[src/rtl/i2c_stat_pkg.sv]
// Package: shared constants and types for the I2C status unit.
// Assumes an 8-bit register width on the host side.
package i2c_stat_pkg;
    localparam int BYTE_W = 8;

    typedef enum logic [1:0] {
        SEL_ADDR  = 2'd0,
        SEL_SHIFT = 2'd1,
        SEL_TXBUF = 2'd2,
        SEL_STAT  = 2'd3
    } reg_sel_e;

    localparam int B_LRB   = 0;
    localparam int B_GC    = 1;
    localparam int B_MATCH = 2;
    localparam int B_AL    = 3;
    localparam int B_USER  = 4;
    localparam int B_BUSY  = 5;
    localparam int B_TRX   = 6;
    localparam int B_MST   = 7;
endpackage

[src/rtl/i2c_stat_addr_cmp.sv]
// Module: combinational first-byte address comparator.
// Compares a received byte with the own address in 7-bit form (upper bits
// only, general call accepted) or in 10-bit first-byte form (all bits).
// GC_IN_TEN selects whether a general call also hits in 10-bit mode.
// Assumes rx_byte and own_addr are stable in the cycle they are used.
module i2c_stat_addr_cmp #(
    parameter int W         = 8,
    parameter bit GC_IN_TEN = 1'b0
) (
    input  logic [W-1:0] rx_byte,
    input  logic [W-1:0] own_addr,
    input  logic         ten_bit,
    output logic         is_gc,
    output logic         hit
);
    logic hit7;
    logic hit10;
    logic gc_ten;

    // Decode the general-call byte and both compare forms.
    always_comb begin
        is_gc = (rx_byte == '0);
        hit7  = (rx_byte[W-1:1] == own_addr[W-1:1]);
        hit10 = (rx_byte == own_addr);
    end

    generate
        if (GC_IN_TEN) begin : g_gc_ten
            assign gc_ten = is_gc;
        end else begin : g_no_gc_ten
            assign gc_ten = 1'b0;
        end
    endgenerate

    // Pick the compare form for the selected address format.
    always_comb begin
        hit = ten_bit ? (hit10 | gc_ten) : (hit7 | is_gc);
    end
endmodule

[src/rtl/i2c_stat_rxflags.sv]
// Module: receive-side status flags (last bit, general call, address match,
// bus busy) and the first-address-byte tracker.
// Assumes single-cycle event strobes, at most one bus event per cycle.
module i2c_stat_rxflags (
    input  logic clk,
    input  logic rst_n,
    input  logic ev_start,
    input  logic ev_stop,
    input  logic ev_bit,
    input  logic ev_ack,
    input  logic ev_addr,
    input  logic ack_mode,
    input  logic sda_in,
    input  logic clr_wr,
    input  logic cmp_en,
    input  logic is_gc,
    input  logic hit,
    output logic lrb,
    output logic gc,
    output logic match,
    output logic busy,
    output logic first_pend
);
    logic take;

    // An address byte is compared only if it is the first after START.
    always_comb begin
        take = ev_addr && first_pend && cmp_en;
    end

    // Track whether the next address byte is the first one after START.
    always_ff @(posedge clk) begin
        if (!rst_n)        first_pend <= 1'b0;
        else if (ev_start) first_pend <= 1'b1;
        else if (ev_addr)  first_pend <= 1'b0;
    end

    // Last received bit, or the acknowledge level in ack mode.
    always_ff @(posedge clk) begin
        if (!rst_n)                   lrb <= 1'b0;
        else if (clr_wr)              lrb <= 1'b0;
        else if (ev_ack && ack_mode)  lrb <= sda_in;
        else if (ev_bit)              lrb <= sda_in;
    end

    // General-call flag: set on a zero first byte, cleared by START/STOP.
    always_ff @(posedge clk) begin
        if (!rst_n)                   gc <= 1'b0;
        else if (ev_start || ev_stop) gc <= 1'b0;
        else if (take && is_gc)       gc <= 1'b1;
    end

    // Address-match flag: set on a hit, cleared by data register writes.
    always_ff @(posedge clk) begin
        if (!rst_n)            match <= 1'b0;
        else if (clr_wr)       match <= 1'b0;
        else if (take && hit)  match <= 1'b1;
    end

    // Bus-busy flag between START and STOP.
    always_ff @(posedge clk) begin
        if (!rst_n)        busy <= 1'b0;
        else if (ev_stop)  busy <= 1'b0;
        else if (ev_start) busy <= 1'b1;
    end

    assert_lrb_clear_R3: assert property (@(posedge clk) disable iff (!rst_n)
        clr_wr |=> !lrb);
    assert_match_clear_R3: assert property (@(posedge clk) disable iff (!rst_n)
        clr_wr |=> !match);
    assert_gc_clear_R4: assert property (@(posedge clk) disable iff (!rst_n)
        (ev_start || ev_stop) |=> !gc);
    assert_match_first_R5: assert property (@(posedge clk) disable iff (!rst_n)
        (!(ev_addr && first_pend)) |=> !$rose(match));
    assert_busy_stop_R12: assert property (@(posedge clk) disable iff (!rst_n)
        ev_stop |=> !busy);
endmodule

[src/rtl/i2c_stat_arb.sv]
// Module: arbitration-loss detection and mode bits (master, transmit,
// general control bit). Transmit drops at once on loss; master drops at
// the end of the byte in which the loss occurred.
// Assumes a loss strobe never shares a cycle with an end-of-byte strobe.
module i2c_stat_arb (
    input  logic clk,
    input  logic rst_n,
    input  logic ev_start,
    input  logic ev_bit,
    input  logic byte_end,
    input  logic sda_in,
    input  logic sda_drv,
    input  logic stat_wr,
    input  logic wr_mst,
    input  logic wr_trx,
    input  logic wr_user,
    output logic al,
    output logic mst,
    output logic trx,
    output logic user,
    output logic lost_pend
);
    logic loss;
    logic al_clr;

    // Loss: released SDA reads low while transmitting as master.
    always_comb begin
        loss   = ev_bit && mst && trx && sda_drv && !sda_in;
        al_clr = stat_wr || (ev_start && mst);
    end

    // Arbitration-lost flag, held until software or an own START clears it.
    always_ff @(posedge clk) begin
        if (!rst_n)      al <= 1'b0;
        else if (al_clr) al <= 1'b0;
        else if (loss)   al <= 1'b1;
    end

    // Marks that the byte in progress has lost arbitration.
    always_ff @(posedge clk) begin
        if (!rst_n)        lost_pend <= 1'b0;
        else if (ev_start) lost_pend <= 1'b0;
        else if (loss)     lost_pend <= 1'b1;
        else if (byte_end) lost_pend <= 1'b0;
    end

    // Transmit bit: hardware loss clear wins over a software write.
    always_ff @(posedge clk) begin
        if (!rst_n)       trx <= 1'b0;
        else if (loss)    trx <= 1'b0;
        else if (stat_wr) trx <= wr_trx;
    end

    // Master bit: dropped when the lost byte ends.
    always_ff @(posedge clk) begin
        if (!rst_n)                      mst <= 1'b0;
        else if (byte_end && lost_pend)  mst <= 1'b0;
        else if (stat_wr)                mst <= wr_mst;
    end

    // General-purpose control bit, written by software only.
    always_ff @(posedge clk) begin
        if (!rst_n)       user <= 1'b0;
        else if (stat_wr) user <= wr_user;
    end

    assert_trx_drop_R7: assert property (@(posedge clk) disable iff (!rst_n)
        loss |=> !trx);
    assert_al_set_R7: assert property (@(posedge clk) disable iff (!rst_n)
        (loss && !al_clr) |=> al);
    assert_mst_hold_R8: assert property (@(posedge clk) disable iff (!rst_n)
        (mst && !byte_end && !stat_wr) |=> mst);
    assert_mst_drop_R8: assert property (@(posedge clk) disable iff (!rst_n)
        (lost_pend && byte_end) |=> !mst);
    assert_al_clear_R10: assert property (@(posedge clk) disable iff (!rst_n)
        stat_wr |=> !al);
endmodule

[src/rtl/i2c_stat_unit.sv]
// Module: top of the I2C status flag and address-match unit.
// Holds the own-address register, decodes register writes, assembles the
// status byte. Assumes event strobes come from a shift engine, one per cycle.
module i2c_stat_unit
    import i2c_stat_pkg::*;
#(
    parameter bit GC_IN_TEN = 1'b0
) (
    input  logic              clk,
    input  logic              rst_n,
    input  logic              ev_start,
    input  logic              ev_stop,
    input  logic              ev_bit,
    input  logic              ev_ack,
    input  logic              ev_addr,
    input  logic              ev_data,
    input  logic              sda_in,
    input  logic              sda_drv,
    input  logic [BYTE_W-1:0] rx_byte,
    input  logic              ack_mode,
    input  logic              ten_bit,
    input  logic              wr_en,
    input  logic [1:0]        wr_sel,
    input  logic [BYTE_W-1:0] wr_data,
    output logic [BYTE_W-1:0] status,
    output logic              mst,
    output logic              trx
);
    reg_sel_e          sel;
    logic              stat_wr;
    logic              clr_wr;
    logic              addr_wr;
    logic [BYTE_W-1:0] own_addr;
    logic              is_gc, hit;
    logic              lrb, gc, match, busy, first_pend;
    logic              al, user, lost_pend;
    logic              cmp_en;

    // Decode which register a write targets.
    always_comb begin
        sel     = reg_sel_e'(wr_sel);
        stat_wr = wr_en && (sel == SEL_STAT);
        addr_wr = wr_en && (sel == SEL_ADDR);
        clr_wr  = wr_en && ((sel == SEL_SHIFT) || (sel == SEL_TXBUF));
        cmp_en  = !mst || lost_pend;
    end

    // Own-address register.
    always_ff @(posedge clk) begin
        if (!rst_n)       own_addr <= '0;
        else if (addr_wr) own_addr <= wr_data;
    end

    i2c_stat_addr_cmp #(.W(BYTE_W), .GC_IN_TEN(GC_IN_TEN)) u_cmp (
        .rx_byte  (rx_byte),
        .own_addr (own_addr),
        .ten_bit  (ten_bit),
        .is_gc    (is_gc),
        .hit      (hit)
    );

    i2c_stat_rxflags u_rx (
        .clk        (clk),
        .rst_n      (rst_n),
        .ev_start   (ev_start),
        .ev_stop    (ev_stop),
        .ev_bit     (ev_bit),
        .ev_ack     (ev_ack),
        .ev_addr    (ev_addr),
        .ack_mode   (ack_mode),
        .sda_in     (sda_in),
        .clr_wr     (clr_wr),
        .cmp_en     (cmp_en),
        .is_gc      (is_gc),
        .hit        (hit),
        .lrb        (lrb),
        .gc         (gc),
        .match      (match),
        .busy       (busy),
        .first_pend (first_pend)
    );

    i2c_stat_arb u_arb (
        .clk       (clk),
        .rst_n     (rst_n),
        .ev_start  (ev_start),
        .ev_bit    (ev_bit),
        .byte_end  (ev_addr || ev_data),
        .sda_in    (sda_in),
        .sda_drv   (sda_drv),
        .stat_wr   (stat_wr),
        .wr_mst    (wr_data[B_MST]),
        .wr_trx    (wr_data[B_TRX]),
        .wr_user   (wr_data[B_USER]),
        .al        (al),
        .mst       (mst),
        .trx       (trx),
        .user      (user),
        .lost_pend (lost_pend)
    );

    // Assemble the readable status byte.
    always_comb begin
        status          = '0;
        status[B_LRB]   = lrb;
        status[B_GC]    = gc;
        status[B_MATCH] = match;
        status[B_AL]    = al;
        status[B_USER]  = user;
        status[B_BUSY]  = busy;
        status[B_TRX]   = trx;
        status[B_MST]   = mst;
    end

    assert_master_no_cmp_R9: assert property (@(posedge clk) disable iff (!rst_n)
        (ev_addr && mst && !lost_pend && !clr_wr) |=> $stable(match));
    assert_busy_start_R12: assert property (@(posedge clk) disable iff (!rst_n)
        (ev_start && !ev_stop) |=> busy);
endmodule

[config.mk]
export PLATFORM = sky130hd
export DESIGN_NAME = i2c_stat_unit
export DESIGN_NICKNAME = d
export VERILOG_FILES = /design/src/rtl/i2c_stat_pkg.sv /design/src/rtl/i2c_stat_addr_cmp.sv /design/src/rtl/i2c_stat_rxflags.sv /design/src/rtl/i2c_stat_arb.sv /design/src/rtl/i2c_stat_unit.sv
export SDC_FILE = /design/constraint.sdc
export NUM_CORES = 1
export LEC_CHECK = 0
export BUFFER_PORTS_ARGS = -buffer_cell sky130_fd_sc_hd__buf_4
export CORE_MARGIN = 4
export CORE_UTILIZATION = 40
export DETAILED_ROUTE_END_ITERATION = 7
export PLACE_DENSITY = 0.71
export SYNTH_ARGS = -nofsm -noshare
export SYNTH_HDL_FRONTEND = slang
export SYNTH_SLANG_ARGS = --single-unit
[constraint.sdc]
create_clock -name clk -period 1.1 [get_ports clk]
set_input_delay 0.165 -clock clk [delete_from_list [all_inputs] [get_ports clk]]
set_output_delay 0.165 -clock clk [all_outputs]
set_load 0.005 [all_outputs]
==> results of run 1 <==
-- stage by stage --
step / TNS, ns / util [%] / power [mW]
floorplan: 0 / - / 0.799
global placement: 0 / 54.0 / 0.919
detailed placement: -0.0413 / 54.0 / 0.924
CTS: -0.0488 / 55.8 / 1.35
global route: -0.143 / 56.1 / 1.40
finish: -0.0443 / 56.1 / 1.32
-- worst max-delay path by stage --
stage                     slack [ns]  depth (start not counted)          to
after floorplan                 0.03                          4  u_rx.match
after global placement          0.01                          4  u_rx.match
after detailed placement       -0.04                          4  u_rx.match
after CTS                      -0.05                          4  u_rx.match
after global routing           -0.14                          4  u_rx.match
final                          -0.04                          4  u_rx.match
-- final cells by class --
class | instances | area [sq um]
Clock buffer | 4 | 36.3
Timing Repair Buffer | 41 | 308
Fill cell | 209 | 961
Inverter | 4 | 15.0
Multi-Input combinational cell | 74 | 473
Tap cell | 28 | 35.0
Sequential cell | 18 | 363
-- critical path, delay by kind of cell (launching register included) --
kind            cells  cell delay (ns)
simple gates        2             0.40
flops               1             0.35
compound gates      1             0.18
xor+xnor            1             0.14
-- kinds of logic after synthesis --
kind of cell | count (synthesis)
xor+xnor | 8
compound gates | 20
fa+ha+maj | 2
flops | 18
mux | 2
simple gates | 42
buf+inv | 15
-- per-layer routing --
layer	wire length (microns)	vias up	share of wire (%)	global-route usage (%)
met3	64	5	3.0	1.39
met5	0	-	0	0
met4	58	0	2.8	9.15
met1	861	394	41	16.7
met2	1120	16	53	26.2
li1	-	425	-	-
-- power groups by stage --
stage               registers, mW  clock network (mW)  logic [mW]
floorplan                   0.698                   0       0.101
global placement            0.701                   0       0.218
detailed placement          0.702                   0       0.222
CTS                         0.687               0.434       0.223
global route                0.691               0.460       0.248
finish                      0.688               0.410       0.223
-- placed cells by master (no fill, tap or decap), drive strengths merged, types with 4 or more instances in the layout --
| master | netlist | routed |
|---|---|---|
| nand3 | 9 | 9 |
| nand2 | 17 | 17 |
| buf | 10 | 41 |
| clkbuf | 1 | 4 |
| a21oi | 5 | 5 |
| inv | 4 | 4 |
| a21boi | 9 | 9 |
| nor2 | 5 | 5 |
| dfxtp | 18 | 18 |
| xor2 | 5 | 5 |
-- repair_timing --
action | CTS | global route
hold endpoints to repair | 0 | 0
gates resized for setup | 2 | 1
pin swaps | 1 | 0
endpoints found under the setup margin | 1 | 1
==> impl_metrics.env, run 1 <==
export IMPL_status="finished with violations"
export IMPL_violated_checks="negative setup slack"
export IMPL_avgRoutedWirePerCell_microns=12.4
export IMPL_cp_arrival_ns=1.38
export IMPL_yosysTopAreaCell="sky130_fd_sc_hd__dfxtp_1"
export IMPL_cp_cell_instances="xor2_2, nor4_2, nand4_1, a211oi_2"
export IMPL_timing_final_hold_violations=0
export IMPL_cts_hold_repair_buffers=0
export IMPL_cap_violations=0
export IMPL_hold_slack_final_ns=0.0184
export IMPL_share_of_the_synthesized_area_in_compound_gates_ao_oa_aoi_oai_pct=15.5
export IMPL_grt_start_max_net_pins=17
export IMPL_grt_pass1_vias=852
export IMPL_crit_slowest_cell="sky130_fd_sc_hd__dfxtp_2"
export IMPL_io_buffer_count=40
export IMPL_net_count_after_synthesis=140
export IMPL_wirelength_routed_mm=2.10
export IMPL_first_pass_iters=4
export IMPL_initial_cell_density_of_the_core_pct=41.7
export IMPL_post_cts_setup_buffers=0
export IMPL_power_ir_vdd_worst_mv=0.594
export IMPL_vias_per_std_cell=4.97
export IMPL_final_layout_size_suffix_gt1_share_pct=36.2
export IMPL_die_area_sq_um=3120
export IMPL_cts_root_buf="sky130_fd_sc_hd__clkbuf_4"
export IMPL_die_width_microns=55.8
export IMPL_synth_area_sq_um=915
export IMPL_achievable_frequency_ghz=0.874
export IMPL_timing_critical_path_required_ns=1.34
export IMPL_power_net_switching_uw=317
export IMPL_postSynth_asyncResetShare_pct=0
export IMPL_clock_latency_on_the_worst_skew_pair_ns=0.30
export IMPL_wire_length_of_the_first_global_routing_pass_mm=3.66
export IMPL_chipHeight_microns=55.8
export IMPL_register_to_register_path_setup_slack_ns=-0.04
export IMPL_area_growth_synth_to_final_pct=34.5
export IMPL_cp_startpoint_kind="flip-flop"
export IMPL_swShare_pct=24.0
export IMPL_timing_max_transition_violations_final=0
export IMPL_max_clock_path_buffers=2
export IMPL_gr_usage_all_layers_pct=14.7
export IMPL_clk_transition_reported_paths_ns=0.11
export IMPL_fin_crit_ns=1.14
export IMPL_placement_cell_area_sq_um=1180
export IMPL_netlist_instances=107
export IMPL_drtAntennaViolNets=0
export IMPL_largest_register_ffs=8
export IMPL_dominant_combinational_cell_family_by_area_after_synthesis="simple AND/OR/NAND/NOR gates"
export IMPL_synth_enable_flop_cells=0
export IMPL_vias=840
export IMPL_synth_commonest_cells="18 x sky130_fd_sc_hd__dfxtp_1, 17 x sky130_fd_sc_hd__nand2_1, 9 x sky130_fd_sc_hd__a21boi_0, 9 x sky130_fd_sc_hd__nand3_1, 8 x sky130_fd_sc_hd__buf_4"
export IMPL_cellLeakagePower_nw=0.536
export IMPL_postSynthRegisterBits=18
export IMPL_post_place_cells=165
export IMPL_synth_area_top_cells="sky130_fd_sc_hd__dfxtp_1 39%, sky130_fd_sc_hd__a21boi_0 7.4%, sky130_fd_sc_hd__nand2_1 7.0%, sky130_fd_sc_hd__buf_4 6.6%, sky130_fd_sc_hd__nand3_1 4.9%"
export IMPL_design_area_sq_um=1230
export IMPL_endpoint_kind="flip-flop"
export IMPL_powerDensity_nw_per_um2=1070
export IMPL_yosys_mux_area_fraction_pct=2.19
export IMPL_hold_class="input pin to flip-flop"
export IMPL_startpoint_of_the_worst_setup_timing_path="own_addr[7]"
export IMPL_yosys_cell_types_count=27
export IMPL_seqPwrFrac_pct=52.1
export IMPL_placementRows=17
export IMPL_final_setup_worst_slack_ns=-0.0443
export IMPL_comb_power_share_pct=16.9
export IMPL_synth_seq_area_share_pct=39.4
export IMPL_hold_path_startpoint="ev_stop"
export IMPL_syn_avg_cell_area_sq_um=8.55
export IMPL_actual_slew_at_the_worst_max_slew_pin_ns=0.374
export IMPL_synth_top_area_share_pct=39.4
export IMPL_synth_adder_area_share_pct=2.74
export IMPL_coreArea_sq_um=2190
export IMPL_cts_tree="yes"
export IMPL_largest_register="own_addr"
export IMPL_setup_violations=1
export IMPL_number_of_clock_sinks=18
export IMPL_worst_r2r_path_depth=4
export IMPL_synthFlopType="sky130_fd_sc_hd__dfxtp_1"
export IMPL_r2r_end="u_rx.match"
export IMPL_worst_setup_path_type="flip-flop to flip-flop"
export IMPL_pre_cts_ws_ns=-0.0413
export IMPL_yosys_area_share_xor_xnor_pct=7.66
export IMPL_synthesis_yosys_warnings=0
export IMPL_critical_path_peak_fanout=2
export IMPL_drc_errors=0
export IMPL_number_of_cells_on_the_worst_hold_path=2
export IMPL_detail_route_iter0_violations=15
export IMPL_number_of_levels_the_h_tree_was_split_into=1
export IMPL_r2r_start="own_addr[7]"
export IMPL_crit_path_max_incr_delay_ns=0.35
export IMPL_synth_simple_area_share_pct=22.8
export IMPL_grt_antenna_before_repair=0
export IMPL_grt_ovfl_total=0
export IMPL_rsz0062_at_grt="true"
export IMPL_power_internal_mw=1.00
export IMPL_finish_cell_count_without_fillers=169
export IMPL_numCtsBuffers=3
export IMPL_finalWeightedCongestion=0.869
export IMPL_clock_skew_final_ns=0.0118
export IMPL_number_of_antenna_diodes=0
export IMPL_relSlewSlack_pct=74.8
export IMPL_synthMostInstantiatedCell="sky130_fd_sc_hd__dfxtp_1"
export IMPL_worst_hold_path_endpoint="u_rx.gc"
export IMPL_timing_final_crit_share_pct=104
export IMPL_top_level_i_o_count=41
export IMPL_final_net_count=175
export IMPL_power_frac_clock_pct=31.0
export IMPL_detailed_place_hpwl_mm=1.71
Power figures use the tool's default switching activity.
==> inputs of run 2 (changes only) <==
==> constraint.sdc (replaced) <==
create_clock -name clk -period 1 [get_ports clk]
set_input_delay 0.15 -clock clk [delete_from_list [all_inputs] [get_ports clk]]
set_output_delay 0.15 -clock clk [all_outputs]
set_load 0.005 [all_outputs]
==> run 2 against run 1 <==
Net effect: the run still ends with negative setup slack left; clock-buffer cell count unchanged; cell count increased by 1.8%; combinational power increased by 13%; routed wire length decreased by 6.1%; setup slack got worse by 0.080 ns; global-route usage decreased by 1.8 points; clock power increased by 8.8%; sequential share of layout area decreased by 0.23 points; hold slack got worse by 0.0039 ns; critical path type unchanged; largest cell class unchanged; highest routed layer unchanged.
==> impl_metrics.env, run 2 (synthesized netlist as in run 1, its figures left out) <==
export IMPL_status="finished with violations"
export IMPL_violated_checks="negative setup slack"
export IMPL_worst_r2r_path_depth=4
export IMPL_clock_latency_on_the_worst_skew_pair_ns=0.29
export IMPL_avgRoutedWirePerCell_microns=11.5
export IMPL_cp_arrival_ns=1.35
export IMPL_number_of_antenna_diodes=0
export IMPL_top_level_i_o_count=41
export IMPL_cts_root_buf="sky130_fd_sc_hd__clkbuf_4"
export IMPL_grt_pass1_vias=784
export IMPL_final_setup_worst_slack_ns=-0.124
export IMPL_first_pass_iters=3
export IMPL_relSlewSlack_pct=75.7
export IMPL_actual_slew_at_the_worst_max_slew_pin_ns=0.361
export IMPL_clk_transition_reported_paths_ns=0.10
export IMPL_final_net_count=178
export IMPL_largest_register="own_addr"
export IMPL_cap_violations=0
export IMPL_totalPowerFinal_mw=1.45
export IMPL_number_of_levels_the_h_tree_was_split_into=1
export IMPL_critical_path_peak_fanout=2
export IMPL_placementRows=17
export IMPL_power_ir_vdd_worst_mv=0.593
export IMPL_wirelength_routed_mm=1.97
export IMPL_cts_tree="yes"
export IMPL_r2r_start="own_addr[7]"
export IMPL_layout_cells_most_common_list="44 x sky130_fd_sc_hd__buf_4, 17 x sky130_fd_sc_hd__nand2_1, 15 x sky130_fd_sc_hd__dfxtp_1"
export IMPL_drtAntennaViolNets=0
export IMPL_max_clock_path_buffers=2
export IMPL_layout_commonest_cell="sky130_fd_sc_hd__buf_4"
export IMPL_post_cts_setup_buffers=0
export IMPL_timing_final_hold_violations=0
export IMPL_detail_route_iter0_violations=15
export IMPL_largest_register_ffs=8
export IMPL_clock_skew_final_ns=0.00231
export IMPL_timing_max_transition_violations_final=0
export IMPL_hold_class="input pin to flip-flop"
export IMPL_drc_errors=0
export IMPL_grt_antenna_before_repair=0
export IMPL_chipHeight_microns=55.8
export IMPL_achievable_frequency_ghz=0.890
export IMPL_register_to_register_path_setup_slack_ns=-0.12
export IMPL_detailed_place_hpwl_mm=1.65
export IMPL_setup_violations=1
export IMPL_grt_start_max_net_pins=17
export IMPL_cellLeakagePower_nw=0.550
export IMPL_vias_per_std_cell=4.83
export IMPL_number_of_clock_sinks=18
export IMPL_finalWeightedCongestion=0.715
export IMPL_timing_critical_path_required_ns=1.23
export IMPL_powerDensity_nw_per_um2=1160
export IMPL_final_layout_size_suffix_gt1_share_pct=38.2
export IMPL_numCtsBuffers=3
export IMPL_grt_most_used_layer="met2"
export IMPL_timing_final_crit_share_pct=112
export IMPL_grt_ovfl_total=0
export IMPL_gr_usage_all_layers_pct=12.9
export IMPL_r2r_end="u_rx.match"
export IMPL_die_area_sq_um=3120
export IMPL_fin_crit_ns=1.12
export IMPL_startpoint_of_the_worst_setup_timing_path="own_addr[7]"
export IMPL_use_met1_pct=14.5
export IMPL_hold_path_startpoint="ev_stop"
export IMPL_area_growth_synth_to_final_pct=36.9
export IMPL_endpoint_kind="flip-flop"
export IMPL_die_width_microns=55.8
export IMPL_coreArea_sq_um=2190
export IMPL_worst_hold_path_endpoint="u_rx.busy"
export IMPL_number_of_cells_on_the_worst_hold_path=2
export IMPL_vias=830
export IMPL_wire_length_of_the_first_global_routing_pass_mm=3.20
export IMPL_met3_usage_pct=2.09
export IMPL_rsz0062_at_grt="true"
export IMPL_fin_setup_tns_ns=-0.124
export IMPL_initial_cell_density_of_the_core_pct=41.7
export IMPL_io_buffer_count=40
export IMPL_cp_startpoint_kind="flip-flop"
export IMPL_grt_util_met2_pct=22.8
export IMPL_worst_setup_path_type="flip-flop to flip-flop"
## run 2: cell types whose count changed in the layout (fill, tap and decap cells not counted)
cell and delta:
sky130_fd_sc_hd__buf_4 +3, sky130_fd_sc_hd__dfxtp_4 +1, sky130_fd_sc_hd__a21oi_1 -1, sky130_fd_sc_hd__a21oi_2 +1, sky130_fd_sc_hd__dfxtp_1 -1, sky130_fd_sc_hd__xor2_1 +1
sky130_fd_sc_hd__xor2_2 -1
## run 2: metrics by stage
stage	cell area (sq um)	utilization [%]	worst slack (ns)	hold WS, ns	instances
floorplan	915	-	-0.0600	0.226	107
global placement	1210	55.4	-0.0790	0.323	169
detailed placement	1210	55.4	-0.125	0.329	169
CTS	1240	56.8	-0.136	0.00145	172
global route	1250	57.2	-0.170	0.00531	172
finish	1250	57.2	-0.124	0.0145	172
## run 2: layer usage
metal  wire length, microns  up-vias
li1                       -      433
met3                     90        4
met4                     38        0
met1                    834      376
met5                      0        -
met2                   1010       17
## run 2: power by group
group	internal, mW	total (mW)	switching, mW	leakage [nW]
clock network	0.222	0.446	0.224	0.0210
logic	0.149	0.252	0.103	0.381
registers	0.738	0.754	0.0160	0.148
total	1.11	1.45	0.343	0.550
## run 2: worst max path at each step
stage,end,slack [ns],cells after the start
after floorplan,u_rx.match,-0.06,4
after global placement,u_rx.match,-0.08,4
after detailed placement,u_rx.match,-0.13,4
after CTS,u_rx.match,-0.14,4
after global routing,u_rx.match,-0.17,4
final,u_rx.match,-0.12,4
## run 2: layout make-up
class                      instances  area, sq um
clock buffer                       4         36.3
fill                             205          938
inverter                           4         15.0
multi-input combinational         74          469
sequential                        18          367
tap                               28         35.0
timing repair buffer              44          330
## run 2: critical path, cell delays in order (launching register included)
cell and delay [ns]:
sky130_fd_sc_hd__dfxtp_2 0.34, sky130_fd_sc_hd__xor2_1 0.14, sky130_fd_sc_hd__nor4_2 0.27, sky130_fd_sc_hd__nand4_1 0.13, sky130_fd_sc_hd__a211oi_2 0.18
## run 2: timing repair
item | in CTS | in global routing
resized for setup | 2 | 3
endpoints found under the setup margin | 3 | 2
hold buffers | 0 | 0
pin swaps | 1 | 0
